$ cat src/rtl/quad_alu_pkg.sv
package quad_alu_pkg;
  typedef enum logic [1:0] {
    OP_ADD = 2'b00,
    OP_SUB = 2'b01,
    OP_AND = 2'b10,
    OP_OR  = 2'b11
  } alu_op_e;

  localparam int FLAG_W = 4;
  localparam int FLG_Z  = 0;
  localparam int FLG_N  = 1;
  localparam int FLG_C  = 2;
  localparam int FLG_V  = 3;
endpackage

$ cat src/rtl/arith_unit.sv
module arith_unit #(
  parameter int W = 16
) (
  input  logic [W-1:0] a,
  input  logic [W-1:0] b,
  input  logic         sub,
  output logic [W-1:0] sum,
  output logic         cout,
  output logic         ovf
);
  localparam int MSB = W - 1;

  logic [W-1:0] b_eff;
  logic [W:0]   wide;

  always_comb begin
    b_eff = sub ? ~b : b;
    wide  = {1'b0, a} + {1'b0, b_eff} + {{W{1'b0}}, sub};
    sum   = wide[W-1:0];
    cout  = wide[W];
    ovf   = (a[MSB] == b_eff[MSB]) && (sum[MSB] != a[MSB]);
  end

  always_comb begin

    add_carry_chk: assert (sub || (cout == (sum < a)));

    sub_carry_chk: assert (!sub || (cout == (a >= b)));

    add_ovf_sign_chk: assert (sub || !ovf || (a[MSB] == b[MSB]));

    sub_ovf_sign_chk: assert (!sub || !ovf || (a[MSB] != b[MSB]));
  end
endmodule

$ cat src/rtl/bitwise_unit.sv
module bitwise_unit #(
  parameter int W = 16
) (
  input  logic [W-1:0] a,
  input  logic [W-1:0] b,
  output logic [W-1:0] and_o,
  output logic [W-1:0] or_o
);
  for (genvar i = 0; i < W; i++) begin : g_slice
    assign and_o[i] = a[i] & b[i];
    assign or_o[i]  = a[i] | b[i];
  end

  always_comb begin

    and_subset_chk: assert (((and_o & ~a) | (and_o & ~b)) == '0);

    or_cover_chk: assert (((a | b) & ~or_o) == '0);
  end
endmodule

$ cat src/rtl/status_unit.sv
module status_unit
  import quad_alu_pkg::*;
#(
  parameter int W = 16
) (
  input  logic [W-1:0]      res,
  input  logic              arith,
  input  logic              carry,
  input  logic              ovf,
  output logic [FLAG_W-1:0] flags
);
  always_comb begin
    flags        = '0;
    flags[FLG_Z] = ~|res;
    flags[FLG_N] = res[W-1];
    flags[FLG_C] = arith & carry;
    flags[FLG_V] = arith & ovf;
  end
endmodule

$ cat src/rtl/quad_alu.sv
module quad_alu
  import quad_alu_pkg::*;
#(
  parameter int W = 16
) (
  input  logic [W-1:0]      a_in,
  input  logic [W-1:0]      b_in,
  input  logic [1:0]        op_sel,
  output logic [W-1:0]      result_o,
  output logic [FLAG_W-1:0] flags_o
);
  alu_op_e      op;
  logic [W-1:0] sum, and_v, or_v;
  logic         carry, ovf, is_arith;

  assign op       = alu_op_e'(op_sel);
  assign is_arith = (op == OP_ADD) || (op == OP_SUB);

  arith_unit #(.W(W)) u_arith (
    .a(a_in), .b(b_in), .sub(op == OP_SUB),
    .sum(sum), .cout(carry), .ovf(ovf)
  );

  bitwise_unit #(.W(W)) u_bitwise (
    .a(a_in), .b(b_in), .and_o(and_v), .or_o(or_v)
  );

  always_comb begin
    unique case (op)
      OP_ADD, OP_SUB: result_o = sum;
      OP_AND:         result_o = and_v;
      default:        result_o = or_v;
    endcase
  end

  status_unit #(.W(W)) u_status (
    .res(result_o), .arith(is_arith), .carry(carry), .ovf(ovf),
    .flags(flags_o)
  );

  always_comb begin

    logic_cv_clear_chk: assert (is_arith || (flags_o[FLG_C] == 1'b0 && flags_o[FLG_V] == 1'b0));

    zero_vs_logic_chk: assert (!(op == OP_OR) || !flags_o[FLG_Z] || ((a_in | b_in) == '0));
  end
endmodule

$ cat config.mk
export PLATFORM = sky130hd
export DESIGN_NAME = quad_alu
export DESIGN_NICKNAME = d
export VERILOG_FILES = /design/src/rtl/quad_alu_pkg.sv /design/src/rtl/arith_unit.sv /design/src/rtl/bitwise_unit.sv /design/src/rtl/status_unit.sv /design/src/rtl/quad_alu.sv
export SDC_FILE = /design/constraint.sdc
export NUM_CORES = 1
export LEC_CHECK = 0
export BUFFER_PORTS_ARGS = -buffer_cell sky130_fd_sc_hd__buf_4
export CORE_MARGIN = 2
export CORE_UTILIZATION = 50
export DETAILED_ROUTE_END_ITERATION = 6
export PLACE_DENSITY = 0.9
export SYNTH_ARGS = -nofsm -noshare
export SYNTH_HDL_FRONTEND = slang
export SYNTH_SLANG_ARGS = --single-unit
$ cat constraint.sdc
create_clock -name vclk -period 11.2
set_input_delay 2.24 -clock vclk [all_inputs]
set_output_delay 2.24 -clock vclk [all_outputs]
set_load 0.01 [all_outputs]
==> flow_summary.ini <==
[sta]
rsz0062_at_grt = false
setup_viol = 0
fin_crit_sh_pct = 71.9
fin_tns_setup_ps = 0
final.min_clock_period_ps = 8050
worstMarginPinSlew_ps = 593
maxSlewHeadroom_pct = 60.4
max_freq_mhz = 124
drv_slew = 0
hold_viol_final = 0
hold_slack_ps = 4880

[setup_path]
critical_path_arrival_ps = 5810
path_cells = buf_4 > nand2b_1 > xnor2_1 > ha_1 > a21oi_1 > o311ai_4 > a31oi_1 > xor2_1 > o21ai_1 > a2111o_1 > or4_1 > nor4_2 > buf_4
cp_top_family = simple AND/OR/NAND/NOR gates
cp-start-kind = input pin
cp_max_fo = 33
critPathBufInv = 2
critPathRequiredTime_ps = 8960
critical-path-max-stage-delay_ps = 540
path_class = in -> out
cp-end-kind = output port
slowest_stage = nand2b_1
crit_path_frequent_cell = buf_4

[logic_synthesis]
netlist_area_sq_um = 1510
synth_top_area_share_pct = 15.7
synth_area_leaders = ha_1 (16%), xnor2_1 (12%), maj3_1 (7.3%)
netlist-cell-type-count = 44
yosys.area.top_type = ha_1
yosysSeqAreaShare_pct = 0
synth_nets = 273
synth_cells = 219
syn_area_per_cell_sq_um = 6.90
yosys_warnings = 0

[final_layout]
final_util_pct = 68.5
nFlopsAndLatches = 0
regArea_sq_um = 0
diodes = 0
fin_area_sq_um = 1920
drive_gt1_share_pct = 23.0
synthToLayoutAreaGrowth_pct = 27.2
fin_nets = 321
stdcell_count = 296
num-clock-buffers = 0

[drt]
drt-initial-drc-count = 41
vias = 1771
antenna_left = 0
routedWlPerCell_microns = 13.8
drc = 3
via_per_inst = 5.98
drtPass1Iterations = 6
wl_microns = 4090

[grt]
grt_max_degree = 34
antenna_found_initial = 0
grt_use_total_pct = 24.5
grt_pass1_vias = 1674
overflow = 0
grt_pass1_wl_microns = 7030

[worst_hold_path]
hold_path_class = in -> out

[die]
die_w_microns = 59.0
fp.dieH_microns = 59.0
boundaryPins = 54
die_area_sq_um = 3480
initial_core_util_pct = 53.8
rows = 19
core_area_sq_um = 2810

[run]
max_cap_viol_count = 0

[status]
status = finished, violations left
violations = design-rule violations

[place]
gp_congestion = 0.984
dp.cells = 296
hpwlAfterDp_microns = 3350
dpl_cell_area_sq_um = 1920
portBuffers = 54

[cts]
ctsResizeCount = 0
cts_hold_buf = 0
post_cts_buffers = 0

[power_and_ir_drop]
power_frac_seq_pct = 0
p_switching_w = 0.0000771
peakVddDrop_v = 0.0000438
powerDensity_nw_per_um2 = 75.0
internal_power_w = 0.0000668
swShare_pct = 53.6
power_leakage_nw = 0.835
p_clk_share_pct = 0
power_frac_comb_pct = 100.0
path summary, 6_finish.rpt:
kind	end	cells past startpoint	start	slack, ps
max	flags_o[0]	13	op_sel[1]	3150
min	result_o[14]	4	a_in[14]	4880
synth_stat cells (all sizes together) (2+ instances only):
cell,n
a211oi,3
ha,19
nand3,3
o21bai,3
nand4,4
maj3,11
xor2,7
nor2b,4
nor3,5
o21ai,25
o2111ai,2
clkbuf,5
nor4,3
xnor2,21
o211ai,4
a21o,4
nor2,16
inv,11
nand2,19
a211o,2
mux2,2
nand2b,4
a21oi,19
a31oi,5
buf,4
power groups by stage:
stage	sequential (W)	combinational, W	clock (W)
2_1_floorplan	0	0.0000948	0
3_3_place_gp	0	0.000140	0
3_5_place_dp	0	0.000142	0
4_1_cts	0	0.000143	0
5_1_grt	0	0.000160	0
6_report	0	0.000144	0
placed cells by master, fill, tap and decap left out, types with 2 or more instances in the layout:
master,instances
a211o_1,2
a31oi_1,5
nand2_1,19
nand3_1,3
nor4_1,2
o21ai_0,19
nor2_1,16
o21bai_1,2
xnor2_1,21
nand2b_1,4
a21o_1,4
a21oi_1,18
buf_4,55
nand4_1,4
o21ai_1,6
o211ai_1,4
a211oi_1,3
ha_1,19
xor2_1,7
maj3_1,11
nor2b_1,4
o2111ai_1,2
nor3_1,5
mux2_2,2
inv_1,11
logic make-up after synthesis:
| group | synth area share (%) |
|---|---|
| compound gates | 31.6 |
| xor+xnor | 16.2 |
| fa+ha+maj | 24.4 |
| buf+inv | 5.72 |
| mux | 2.15 |
| simple gates | 20.0 |
final cells by class:
| type | instances | area (sq um) |
|---|---|---|
| Inverter | 12 | 45.0 |
| Fill cell | 258 | 885 |
| Tap cell | 31 | 38.8 |
| Timing Repair Buffer | 55 | 413 |
| Multi-Input combinational cell | 198 | 1420 |
tightest hold or removal path: stages:
cell and delay [ps]:
buf_4 120, o21ai_0 60, a31oi_1 80, buf_4 130
routing by layer:
metal | GRT usage [%] | wire [microns]
met1 | 33.5 | 1830
met2 | 43.5 | 1940
met3 | 1.10 | 261
met4 | 3.25 | 60
met5 | 0 | 0
through the flow:
step / setup slack (ps) / power (W)
after floorplan: 3520 / 0.0000948
after global placement: 3230 / 0.000140
after detailed placement: 3150 / 0.000142
after CTS: 3160 / 0.000143
after global routing: 2870 / 0.000160
final: 3150 / 0.000144
Note: power is estimated with default switching activity, not from simulation.
